$ cat src/rtl/fbskew_pkg.sv
package fbskew_pkg;

  typedef enum logic [1:0] {
    ALN_EARLY = 2'd0,
    ALN_COINC = 2'd1,
    ALN_LATE  = 2'd2
  } align_e;

  localparam int unsigned TAP_COUNT = 3;

  // Unlisted codes fall back to coincident alignment.
  function automatic align_e decode_align(input logic [2:0] code);
    case (code)
      3'b001:  return ALN_EARLY;
      3'b010:  return ALN_LATE;
      default: return ALN_COINC;
    endcase
  endfunction

  // Tap k carries the flag delayed by k+1 clocks.
  function automatic logic [1:0] tap_of(input align_e a);
    case (a)
      ALN_EARLY: return 2'd0;
      ALN_LATE:  return 2'd2;
      default:   return 2'd1;
    endcase
  endfunction

endpackage

$ cat src/rtl/fb_pixel_pipe.sv
module fb_pixel_pipe #(
  parameter int WIDTH = 9,
  parameter int DEPTH = 2
) (
  input  logic             clk,
  input  logic             rst,
  input  logic [WIDTH-1:0] data_i,
  output logic [WIDTH-1:0] tail_o
);

  logic [WIDTH-1:0] stage_q [DEPTH];

  for (genvar g = 0; g < DEPTH; g++) begin : g_stage
    if (g == 0) begin : g_head
      always_ff @(posedge clk) begin
        if (rst) stage_q[g] <= '0;
        else     stage_q[g] <= data_i;
      end
    end else begin : g_body
      always_ff @(posedge clk) begin
        if (rst) stage_q[g] <= '0;
        else     stage_q[g] <= stage_q[g-1];
      end
    end
  end

  assign tail_o = stage_q[DEPTH-1];

  // reset empties the pixel pipe
  p_pipe_clear_r9: assert property (@(posedge clk) rst |=> (tail_o == '0));

endmodule

$ cat src/rtl/fb_flag_taps.sv
module fb_flag_taps #(
  parameter int DEPTH = 3
) (
  input  logic             clk,
  input  logic             rst,
  input  logic             flag_i,
  output logic [DEPTH-1:0] taps_o
);

  logic [DEPTH-1:0] tap_q;

  for (genvar g = 0; g < DEPTH; g++) begin : g_tap
    if (g == 0) begin : g_head
      always_ff @(posedge clk) begin
        if (rst) tap_q[g] <= 1'b0;
        else     tap_q[g] <= flag_i;
      end
    end else begin : g_body
      always_ff @(posedge clk) begin
        if (rst) tap_q[g] <= 1'b0;
        else     tap_q[g] <= tap_q[g-1];
      end
    end
  end

  assign taps_o = tap_q;

  // every flag tap is empty after a reset edge
  p_taps_clear_r9: assert property (@(posedge clk) rst |=> (taps_o == '0));

endmodule

$ cat src/rtl/fb_switch_out.sv
module fb_switch_out
  import fbskew_pkg::*;
#(
  parameter int DEPTH = TAP_COUNT
) (
  input  logic             clk,
  input  logic [DEPTH-1:0] taps_i,
  input  logic [2:0]       align_code_i,
  input  logic             invert_i,
  output logic             fb_o
);

  // Settings are registered without reset, so the idle level during
  // reset already reflects the polarity in force.
  align_e align_q;
  logic   invert_q;

  always_ff @(posedge clk) begin
    align_q  <= decode_align(align_code_i);
    invert_q <= invert_i;
  end

  logic picked;
  always_comb begin
    picked = taps_i[tap_of(align_q)];
  end

  assign fb_o = picked ^ invert_q;

endmodule

$ cat src/rtl/fb_skew_ctrl.sv
module fb_skew_ctrl
  import fbskew_pkg::*;
#(
  parameter int COLOR_BITS = 3,
  parameter int RGB_W      = 3 * COLOR_BITS,
  parameter int RGB_LAT    = 2
) (
  input  logic             clk,
  input  logic             rst,
  input  logic             disp_rgb_i,
  input  logic [RGB_W-1:0] rgb_i,
  input  logic             fb_invert_i,
  input  logic [2:0]       fb_align_i,
  output logic [RGB_W-1:0] rgb_o,
  output logic             fb_o
);

  localparam int FLAG_TAPS = RGB_LAT + 1;

  logic [FLAG_TAPS-1:0] flag_taps;

  fb_pixel_pipe #(.WIDTH(RGB_W), .DEPTH(RGB_LAT)) u_pixel_pipe (
    .clk    (clk),
    .rst    (rst),
    .data_i (rgb_i),
    .tail_o (rgb_o)
  );

  fb_flag_taps #(.DEPTH(FLAG_TAPS)) u_flag_taps (
    .clk    (clk),
    .rst    (rst),
    .flag_i (disp_rgb_i),
    .taps_o (flag_taps)
  );

  fb_switch_out #(.DEPTH(FLAG_TAPS)) u_switch_out (
    .clk          (clk),
    .taps_i       (flag_taps),
    .align_code_i (fb_align_i),
    .invert_i     (fb_invert_i),
    .fb_o         (fb_o)
  );

  // Edges since reset, saturating; it gates history-based checks.
  logic [1:0] warm_q;
  always_ff @(posedge clk) begin
    if (rst)                warm_q <= 2'd0;
    else if (warm_q != 2'd3) warm_q <= warm_q + 2'd1;
  end

  // fixed two-clock RGB latency
  p_rgb_latency_r1: assert property (@(posedge clk) disable iff (rst)
    (warm_q >= 2'd2) |-> (rgb_o == $past(rgb_i, 2)));

  // coincident switch under the polarity just sampled
  p_coinc_r2: assert property (@(posedge clk) disable iff (rst)
    (warm_q >= 2'd2 && $past(fb_align_i) == 3'b000)
      |-> (fb_o == ($past(disp_rgb_i, 2) ^ $past(fb_invert_i))));

  // switch one clock ahead of RGB
  p_early_r3: assert property (@(posedge clk) disable iff (rst)
    (warm_q >= 2'd1 && $past(fb_align_i) == 3'b001)
      |-> (fb_o == ($past(disp_rgb_i) ^ $past(fb_invert_i))));

  // switch one clock behind RGB
  p_late_r4: assert property (@(posedge clk) disable iff (rst)
    (warm_q == 2'd3 && $past(fb_align_i) == 3'b010)
      |-> (fb_o == ($past(disp_rgb_i, 3) ^ $past(fb_invert_i))));

  // spare codes align like the coincident code
  p_alias_r5: assert property (@(posedge clk) disable iff (rst)
    (warm_q >= 2'd2 && $past(fb_align_i) >= 3'b011)
      |-> (fb_o == ($past(disp_rgb_i, 2) ^ $past(fb_invert_i))));

  // during reset the switch sits at the video level
  p_reset_idle_r9: assert property (@(posedge clk)
    rst |=> (fb_o == $past(fb_invert_i)));

endmodule

$ cat config.mk
export PLATFORM = sky130hd
export DESIGN_NAME = fb_skew_ctrl
export DESIGN_NICKNAME = d
export VERILOG_FILES = /design/src/rtl/fbskew_pkg.sv /design/src/rtl/fb_pixel_pipe.sv /design/src/rtl/fb_flag_taps.sv /design/src/rtl/fb_switch_out.sv /design/src/rtl/fb_skew_ctrl.sv
export SDC_FILE = /design/constraint.sdc
export NUM_CORES = 1
export LEC_CHECK = 0
export BUFFER_PORTS_ARGS = -buffer_cell sky130_fd_sc_hd__buf_2
export CELL_PAD_IN_SITES_DETAIL_PLACEMENT = 0
export CELL_PAD_IN_SITES_GLOBAL_PLACEMENT = 2
export CORE_MARGIN = 2
export CORE_UTILIZATION = 25
export DETAILED_ROUTE_END_ITERATION = 16
export PLACE_DENSITY_LB_ADDON = 0.3
export SYNTH_ARGS = -nofsm -noshare
export SYNTH_HDL_FRONTEND = slang
export SYNTH_SLANG_ARGS = --single-unit
export TNS_END_PERCENT = 30
$ cat constraint.sdc
create_clock -name clk -period 0.8 [get_ports clk]
set_input_delay 0 -clock clk [delete_from_list [all_inputs] [get_ports clk]]
set_output_delay 0 -clock clk [all_outputs]
set_load 0.02 [all_outputs]
; ---- Word-level counts from Yosys, hierarchy flattened
; Memory sizes are Yosys's and may differ from the RTL's.
; Index checks and enable logic that the tools add are counted.
; W data, S select, Z words.
[classes]
n_reduce_logical = 1
muxes = 9
order_cmp = 1
bitwise_logic = 3
eq_ne = 3
[op_table]
columns = operator, count
row1 = $mux W9, 2
row2 = $pmux W2 S2, 2
row3 = $mux W1, 4
row4 = $eq A3 B1 Y1 const B, 1
row5 = $eq A3 B2 Y1 const B, 1
row6 = $lt A2 B3 Y1 const B, 1
row7 = $bmux W1 S2, 1
row8 = $eq A2 B2 Y1 const B, 1
row9 = $logic_not A2 Y1, 1
row10 = $or A1 B1 Y1, 2
row11 = $xor A1 B1 Y1, 1
[totals]
word_cells = 23
reg_bits = 6
ramBits = 18
n_memories = 1
[memory_table]
columns = memory, depth, word_bits, read_ports, rd_ports_with_merged_regs, wr, line_no
row1 = u_pixel_pipe.stage_q, 2, 9, 2, 0, 2, fb_pixel_pipe.sv:11  ; logic [WIDTH-1:0] stage_q [DEPTH];

; ---- Logic depth before layout (Yosys ltp)
; Gate-level depths: netlist of run 1.
[depth]
depth_word = 5
ltp_mapped = 3

; ---- Hierarchy
; A second synthesis of run 1 with hierarchy kept.
[hier_totals]
hier_cells = 53
area_unflattened_um2 = 681.9
[modules_own_cells]
columns = module, instances, cells_each, area_each_um2
row1 = fb_pixel_pipe, 1, 37, 489.2
row2 = fb_switch_out, 1, 10, 113.9
row3 = fb_flag_taps, 1, 6, 78.8

; ---- Worst setup path after synthesis of run 1
; Ideal clock, no wire load.
[synth_path]
path_kind = register -> output
startpoint = reg u_switch_out.align_q[1]
endpoint = out fb_o
t_arrival_ns = 0.920
required_ns = 0.800
slack_ns = -0.120
stages_incl_launch_ff = 4
n_path_buf = 0
cell_sequence = dfxtp_1 mux2i_1 o21ai_2 xor2_1
[synth_via]
elab_chain_cells = 5
word_cells_on_any_way = 6
classes_between = 1 x eq/ne / 3 x mux / 1 x bitwise / 1 x reduce/logical
[synth_lines]
columns = item, line_no
row1 = from (decl), fb_switch_out.sv:15  ; align_e align_q;
row2 = from (signal assigned), fb_switch_out.sv:19  ; align_q <= decode_align(align_code_i);
row3 = $eq A2 B2 Y1 / $logic_not A2 Y1 (equally long branches), fbskew_pkg.sv:22  ; case (a)
row4 = $pmux W2 S2 (*), fbskew_pkg.sv:22
row5 = $bmux W1 S2 (*), fb_switch_out.sv:25  ; picked = taps_i[tap_of(align_q)];
row6 = $mux W1 (implied by the code) (*), fb_switch_out.sv:25
row7 = $xor A1 B1 Y1 (*), fb_switch_out.sv:28  ; assign fb_o = picked ^ invert_q;
row8 = to (decl), fb_skew_ctrl.sv:15  ; output logic fb_o
; Mark *: on every way between the ends. The rest lies on a longest branch, timed or not. The select of a mux whose other input is x is not followed.

; ---- Final worst setup path of run 1
; Ends and elaborated chain as after synthesis.

==> results of run 1 <==
## final cells by class
class | instances | area share [%]
flip-flops and latches | 24 | 45.2
repair buffers | 39 | 28.7
multi-input cells | 28 | 17.8
well taps | 30 | 3.47
clock inverters | 1 | 2.77
clock buffers | 3 | 2.08
## worst paths after layout
kind                                              start                               endpoint  slack [ns]  cells past startpoint
setup / recovery        u_switch_out.align_q[1]$_DFF_P_                                   fb_o       -0.45                      4
hold / removal                                      rst  u_pixel_pipe.stage_q[1][3]$_SDFF_PP0_        0.07                      2
setup reg to reg       u_flag_taps.taps_o[1]$_SDFF_PP0_       u_flag_taps.taps_o[2]$_SDFF_PP0_        0.24                      1
hold reg to reg   u_pixel_pipe.stage_q[0][4]$_SDFF_PP0_  u_pixel_pipe.stage_q[1][4]$_SDFF_PP0_        0.45                      1
## power breakdown
| group | internal [uW] | total, uW | switching, uW |
|---|---|---|---|
| Sequential | 1250 | 1270 | 18.0 |
| Combinational | 139 | 228 | 88.5 |
| Clock | 506 | 856 | 350 |
## routing by layer
metal	wire length [um]	vias up
met1	450	217
li1	-	245
met4	22	0
met2	595	13
met5	0	-
met3	50	2
## critical path, stage by stage (launching register included)
cell and delay, ns:
sky130_fd_sc_hd__dfxtp_2 0.34, sky130_fd_sc_hd__mux2i_1 0.22, sky130_fd_sc_hd__o21ai_2 0.09, sky130_fd_sc_hd__xor2_2 0.13, sky130_fd_sc_hd__buf_2 0.16
## layout by cell type, fill, tap and decap left out
master,n
sky130_fd_sc_hd__buf_2,16
sky130_fd_sc_hd__buf_4,3
sky130_fd_sc_hd__buf_6,6
sky130_fd_sc_hd__bufinv_16,1
sky130_fd_sc_hd__clkbuf_4,3
sky130_fd_sc_hd__dfxtp_1,17
sky130_fd_sc_hd__dfxtp_2,7
sky130_fd_sc_hd__dlygate4sd3_1,14
sky130_fd_sc_hd__mux2i_1,1
sky130_fd_sc_hd__nand2_1,1
sky130_fd_sc_hd__nand2b_1,1
sky130_fd_sc_hd__nor2b_1,21
sky130_fd_sc_hd__nor3b_1,1
sky130_fd_sc_hd__o21ai_2,1
sky130_fd_sc_hd__xor2_1,1
sky130_fd_sc_hd__xor2_2,1
## flip-flops by register name, indices dropped and copies added, names as in the netlist
| register | count |
|---|---|
| u_pixel_pipe.stage_q | 18 |
| u_flag_taps.taps_o | 3 |
| u_switch_out.align_q | 2 |
| u_switch_out.invert_q | 1 |
## timing repair
action,4_1_cts,5_1_grt
setup endpoints to repair,7,10
buffers inserted,0,0
resized for setup,7,15
hold buffers,14,0
endpoints found under the hold margin,13,0
## metrics by stage
stage	area, um2	utilization, %	setup WS (ns)	std cells
2_1_floorplan	683	-	-0.0293	54
3_3_place_gp	836	33.1	-0.0891	107
3_5_place_dp	836	33.1	-0.124	107
4_1_cts	1040	41.4	-0.478	125
5_1_grt	1080	42.9	-0.501	125
6_report	1080	42.9	-0.449	125
## logic make-up (layout without fill, tap and decap cells)
logic type             after synthesis  count (layout)
multiplexers                         1               1
XOR/XNOR                             2               2
flip-flops                          24              24
AND/OR/NAND/NOR                     24              24
buffers and inverters                2              43
AO/OA/AOI/OAI                        1               1
==> run_results.csv, run 1 <==
group,metric,value,unit
status,outcome,"finished, violations left",
synthesis,ys_seq_area_share,71.1,%
die,die_area,0.00313,mm2
critical_path,critPathLaunchType,"flop",
cells_and_area,post_route_cells_drive_above_1_share,40.0,%
placement,gp_routability_congestion,0.615,
power,worst_ir_drop_vdd,1.16,mV
synthesis,synthArstFlopShare,0,%
global_routing,grtUsageMet3,2.09,%
clock_network,ctsHtreeMaxLevel,1,
global_routing,grt.met1_usage,6.60,%
global_routing,groute.usage.overall,6.95,%
global_routing,grt_max_degree,22,
die,die-height,56.0,um
global_routing,global_route.overflow_total,0,
synthesis,yosys.area_share.simple,22.0,%
detailed_routing,routedWlPerCell,8.95,um
placement,post-dp-hpwl,655,um
critical_path,crit_arrival,1.25,ns
timing,hold_ws,0.0749,ns
timing,fraction_of_the_cycle_the_final_worst_path_needs,156,%
detailed_routing,detail_route.iter0.violations,2,
min_path,hp-class,"in2reg",
synthesis,synth_mux_area_share,1.48,%
cells_and_area,layout.area.seq,489,um2
power,total_power,2360,uW
critical_path,timing_worst_setup_path_type,"reg2out",
critical_path,critical_path.max_fanout,1,
synthesis,syn_inst,54,
synthesis,combinational_family_with_the_most_area_after_synthesis,"simple AND/OR/NAND/NOR gates",
synthesis,synth_top_cell_by_area,"sky130_fd_sc_hd__dfxtp_1",
detailed_routing,via_count,477,
synthesis,postSynthNetCount,70,
global_routing,grt_antenna_before_repair,0,
global_routing,grtUsageMet2,11.9,%
clock_network,cts-root-buf,"sky130_fd_sc_hd__clkbuf_4",
cells_and_area,final_net_count,112,
timing,timing_worst_slew_pin_value,0.360,ns
timing,final-setup-viol-count,1,
clock_network,clock_path_buffers,2,
critical_path,required,0.80,ns
clock_network,clk_transition_reported_paths,0.13,ns
synthesis,synth-adder-area-share,0,%
timing,final_hold_viol_count,0,
detailed_routing,post_route_antenna_net_violation_count,0,
timing,unrepaired_setup_endpoints_after_global_routing,"yes",
timing,final_period_minus_worst_setup_slack,1.25,ns
synthesis,yosysMostFrequentCell,"sky130_fd_sc_hd__dfxtp_1",
critical_path,cp-end-kind,"output port",
synthesis,ys.flop_type,"sky130_fd_sc_hd__dfxtp_1",
synthesis,synth_compound_area_share,1.30,%
job,timing.max_cap.violations,0,
cells_and_area,nFillCells,254,
status,violations,"negative setup slack",
timing,max-slew-margin-rel,76.0,%
global_routing,via_count_of_the_first_global_routing_pass,392,
timing,clock-skew-final,0.000431,ns
detailed_routing,drt-pass1-iter-count,2,
clock_network,cts_inserted_buffers,3,
die,design.core.area,0.00252,mm2
cells_and_area,antenna_cells,0,
global_routing,grt_busiest_layer,"met2",
power,pwr_density_cell,2180,mW/mm2
cells_and_area,area_occupied_by_multi_input_gates,193,um2
synthesis,post_synth_num_cell_types,9,
placement,place.port_buffers,25,
synthesis,post-synth-top-area-fraction,71.1,%
clock_network,tritoncts_clock_tree,"yes",
die,pin_count,26,
detailed_routing,viasPerCell,3.82,
synthesis,synth_area,676,um2
die,core.rowCount,18,
clock_network,clock_sinks,24,
cells_and_area,area_growth,60.2,%
die,initial_utilization,26.8,%
synthesis,list_of_most_frequent_post_synthesis_cells,"sky130_fd_sc_hd__dfxtp_1 (24), sky130_fd_sc_hd__nor2b_1 (21), sky130_fd_sc_hd__buf_2 (2), sky130_fd_sc_hd__xor2_1 (2)",
timing,setup_total_negative_slack,-0.449,ns
clock_network,clock_insertion_delay_worst_skew,0.31,ns
power,total_leakage_power,0.000470,uW
die,chipWidth,56.0,um
synthesis,post_synth_main_area_contributors,"sky130_fd_sc_hd__dfxtp_1 (71%), sky130_fd_sc_hd__nor2b_1 (19%), sky130_fd_sc_hd__xor2_1 (2.6%), sky130_fd_sc_hd__buf_2 (1.5%), sky130_fd_sc_hd__mux2i_1 (1.5%)",
global_routing,global_route_wire_length_before_repair,1630,um
synthesis,xor_xnor_fraction_of_synth_area,2.59,%
timing,timing.final.ws_setup,-0.449,ns
timing,max_clock_freq,801,MHz
detailed_routing,route.detailed.drc,0,
synthesis,yosys_warnings,0,
synthesis,ys_seq_elements,24,
timing,final_slew_viol_count,0,
synthesis,synth-edff-count,0,
detailed_routing,postRouteWirelength,1120,um
synthesis,synth.avg_cell_area,12.5,um2
No activity file was read; power rests on OpenSTA's default activity.
==> inputs of run 2 (changes only) <==
==> constraint.sdc (replaced) <==
create_clock -name clk -period 0.8 [get_ports clk]
set_input_delay 0.2 -clock clk [delete_from_list [all_inputs] [get_ports clk]]
set_output_delay 0.2 -clock clk [all_outputs]
set_load 0.02 [all_outputs]
==> run_results.csv, run 2 (same netlist as run 1, synthesis figures left out) <==
group,metric,value,unit
critical_path,crit_path_start,"u_switch_out.align_q[1]$_DFF_P_",
timing,clock-skew-final,0.000282,ns
critical_path,crit_buf_inv,1,
timing,final-setup-viol-count,10,
timing,final_hold_viol_count,0,
status,violations,"negative setup slack",
detailed_routing,route.detailed.drc,0,
power,power.share.combinational,7.8,%
job,timing.max_cap.violations,0,
critical_path,critPathCapture,"fb_o",
timing,timing.final.ws_setup,-0.627,ns
min_path,hp-class,"in2reg",
critical_path,timing.critical_path.slowest_stage_cell,"sky130_fd_sc_hd__dfxtp_2",
timing,fraction_of_the_cycle_the_final_worst_path_needs,178,%
timing,unrepaired_setup_endpoints_after_global_routing,"yes",
placement,gp_routability_congestion,0.613,
critical_path,reg_to_reg_endpoint,"u_flag_taps.taps_o[2]$_SDFF_PP0_",
cells_and_area,final_net_count,99,
power,clkPwrFrac,37.1,%
timing,final_slew_viol_count,0,
status,outcome,"finished, violations left",
power,worst_ir_drop_vdd,1.08,mV
global_routing,grt_antenna_before_repair,0,
global_routing,grt_max_degree,22,
critical_path,max_stage_delay,0.34,ns
clock_network,ctsHtreeMaxLevel,1,
die,die-height,56.0,um
critical_path,gate_family_responsible_for_the_most_delay_along_the_worst_path,"flip-flops",
power,net-switching-power,449,uW
critical_path,reg2reg_slack,0.24,ns
detailed_routing,viasPerCell,3.73,
critical_path,required,0.60,ns
cells_and_area,final_design_area_no_fill,967,um2
critical_path,path_cells,"mux2i_1, o21ai_2, xor2_2, buf_2",
power,total_leakage_power,0.000419,uW
cells_and_area,area_growth,43.1,%
die,design.core.area,0.00252,mm2
timing,timing_worst_slew_pin_value,0.356,ns
die,die_area,0.00313,mm2
cells_and_area,post_route_cells_drive_above_1_share,50.0,%
detailed_routing,routedWlPerCell,8.42,um
timing,final_period_minus_worst_setup_slack,1.43,ns
die,initial_utilization,26.8,%
global_routing,groute.usage.overall,6.43,%
timing,max_clock_freq,701,MHz
detailed_routing,drt-pass1-iter-count,1,
clock_network,tritoncts_clock_tree,"yes",
critical_path,critical_path.max_fanout,1,
die,pin_count,26,
cells_and_area,antenna_cells,0,
detailed_routing,post_route_antenna_net_violation_count,0,
global_routing,global_route.overflow_total,0,
critical_path,crit_arrival,1.23,ns
critical_path,worst-path-stages,4,
cells_and_area,mostFrequentLayoutCells,"sky130_fd_sc_hd__nor2b_1 (21), sky130_fd_sc_hd__buf_2 (16), sky130_fd_sc_hd__dfxtp_1 (14), sky130_fd_sc_hd__dfxtp_2 (10), sky130_fd_sc_hd__buf_6 (9)",
critical_path,worstReg2RegStart,"u_flag_taps.taps_o[1]$_SDFF_PP0_",
power,share_seq_of_total_power,55.1,%
power,internal-power,1860,uW
global_routing,global_route_wire_length_before_repair,1480,um
die,core.rowCount,18,
critical_path,cp-end-kind,"output port",
clock_network,clock_sinks,24,
timing,max-slew-margin-rel,76.3,%
placement,place.port_buffers,25,
critical_path,timing_worst_setup_path_type,"reg2out",
global_routing,via_count_of_the_first_global_routing_pass,360,
die,chipWidth,56.0,um
clock_network,clock_insertion_delay_worst_skew,0.31,ns
detailed_routing,postRouteWirelength,943,um
clock_network,clk_transition_reported_paths,0.12,ns
clock_network,cts-root-buf,"sky130_fd_sc_hd__clkbuf_4",
detailed_routing,detail_route.iter0.violations,0,
power,pwr_density_cell,2390,mW/mm2
power,swShare,19.4,%
critical_path,critPathLaunchType,"flop",
placement,placed_area,836,um2
cells_and_area,most_common_library_cell_in_the_layout_ignoring_fill_and_taps,"sky130_fd_sc_hd__nor2b_1",
timing,setup_total_negative_slack,-2.12,ns
cells_and_area,largest_register_ff_count,18,
cells_and_area,top_register,"u_pixel_pipe.stage_q",
clock_network,cts_inserted_buffers,3,
clock_network,clock_path_buffers,2,
detailed_routing,via_count,418,
critical_path,r2r_cells,1,
## run 2: cell count changes in the layout (fill, tap and decap cells not counted)
cell and delta:
sky130_fd_sc_hd__dfxtp_1 -3, sky130_fd_sc_hd__buf_6 +3, sky130_fd_sc_hd__dfxtp_2 +3, sky130_fd_sc_hd__buf_4 -3, sky130_fd_sc_hd__dlygate4sd3_1 -13
## run 2: cell type report
| class | count | area (um2) |
|---|---|---|
| Clock inverter | 1 | 30.0 |
| Tap cell | 30 | 37.5 |
| Multi-Input combinational cell | 28 | 193 |
| Timing Repair Buffer | 26 | 191 |
| Sequential cell | 24 | 493 |
| Fill cell | 254 | 1560 |
| Clock buffer | 3 | 22.5 |
## run 2: worst min path at each step
| stage | start | endpoint | slack (ns) | depth (start not counted) |
|---|---|---|---|---|
| final | fb_align_i[2] | u_switch_out.align_q[1]$_DFF_P_ | 0.05 | 2 |
| after global routing | fb_align_i[2] | u_switch_out.align_q[1]$_DFF_P_ | 0.03 | 2 |
| after CTS | fb_align_i[2] | u_switch_out.align_q[1]$_DFF_P_ | 0.03 | 2 |
| after detailed placement | fb_invert_i | u_switch_out.invert_q$_DFF_P_ | 0.30 | 1 |
| after global placement | fb_invert_i | u_switch_out.invert_q$_DFF_P_ | 0.30 | 1 |
| after floorplan | fb_invert_i | u_switch_out.invert_q$_DFF_P_ | 0.23 | 0 |
## run 2: stage by stage
step	std cells	power, uW	hold WS, ns	setup slack [ns]	util [%]
CTS	112	2350	0.0337	-0.665	38.3
finish	112	2310	0.0512	-0.627	38.3
floorplan	54	1390	0.228	-0.229	-
global placement	107	1450	0.302	-0.289	33.1
detailed placement	107	1450	0.305	-0.307	33.1
global route	112	2420	0.0322	-0.700	38.3
## run 2: routing by layer
layer	wire length, um	global-route usage [%]
met1	391	6.92
met2	456	9.41
met3	72	2.56
met5	0	0
met4	22	6.12
## run 2: power groups by stage
stage                     combinational [uW]  sequential, uW  clock, uW
final                                    181            1270        857
after global routing                     195            1280        943
after CTS                                184            1270        889
after detailed placement                 159            1290          0
after global placement                   158            1290          0
after floorplan                         72.0            1320          0
## run 2: repair_timing
action,CTS,global route
endpoints found under the hold margin,1,0
setup buffers,0,0
resized for setup,28,0
endpoints found under the setup margin,10,10
hold buffers,1,0
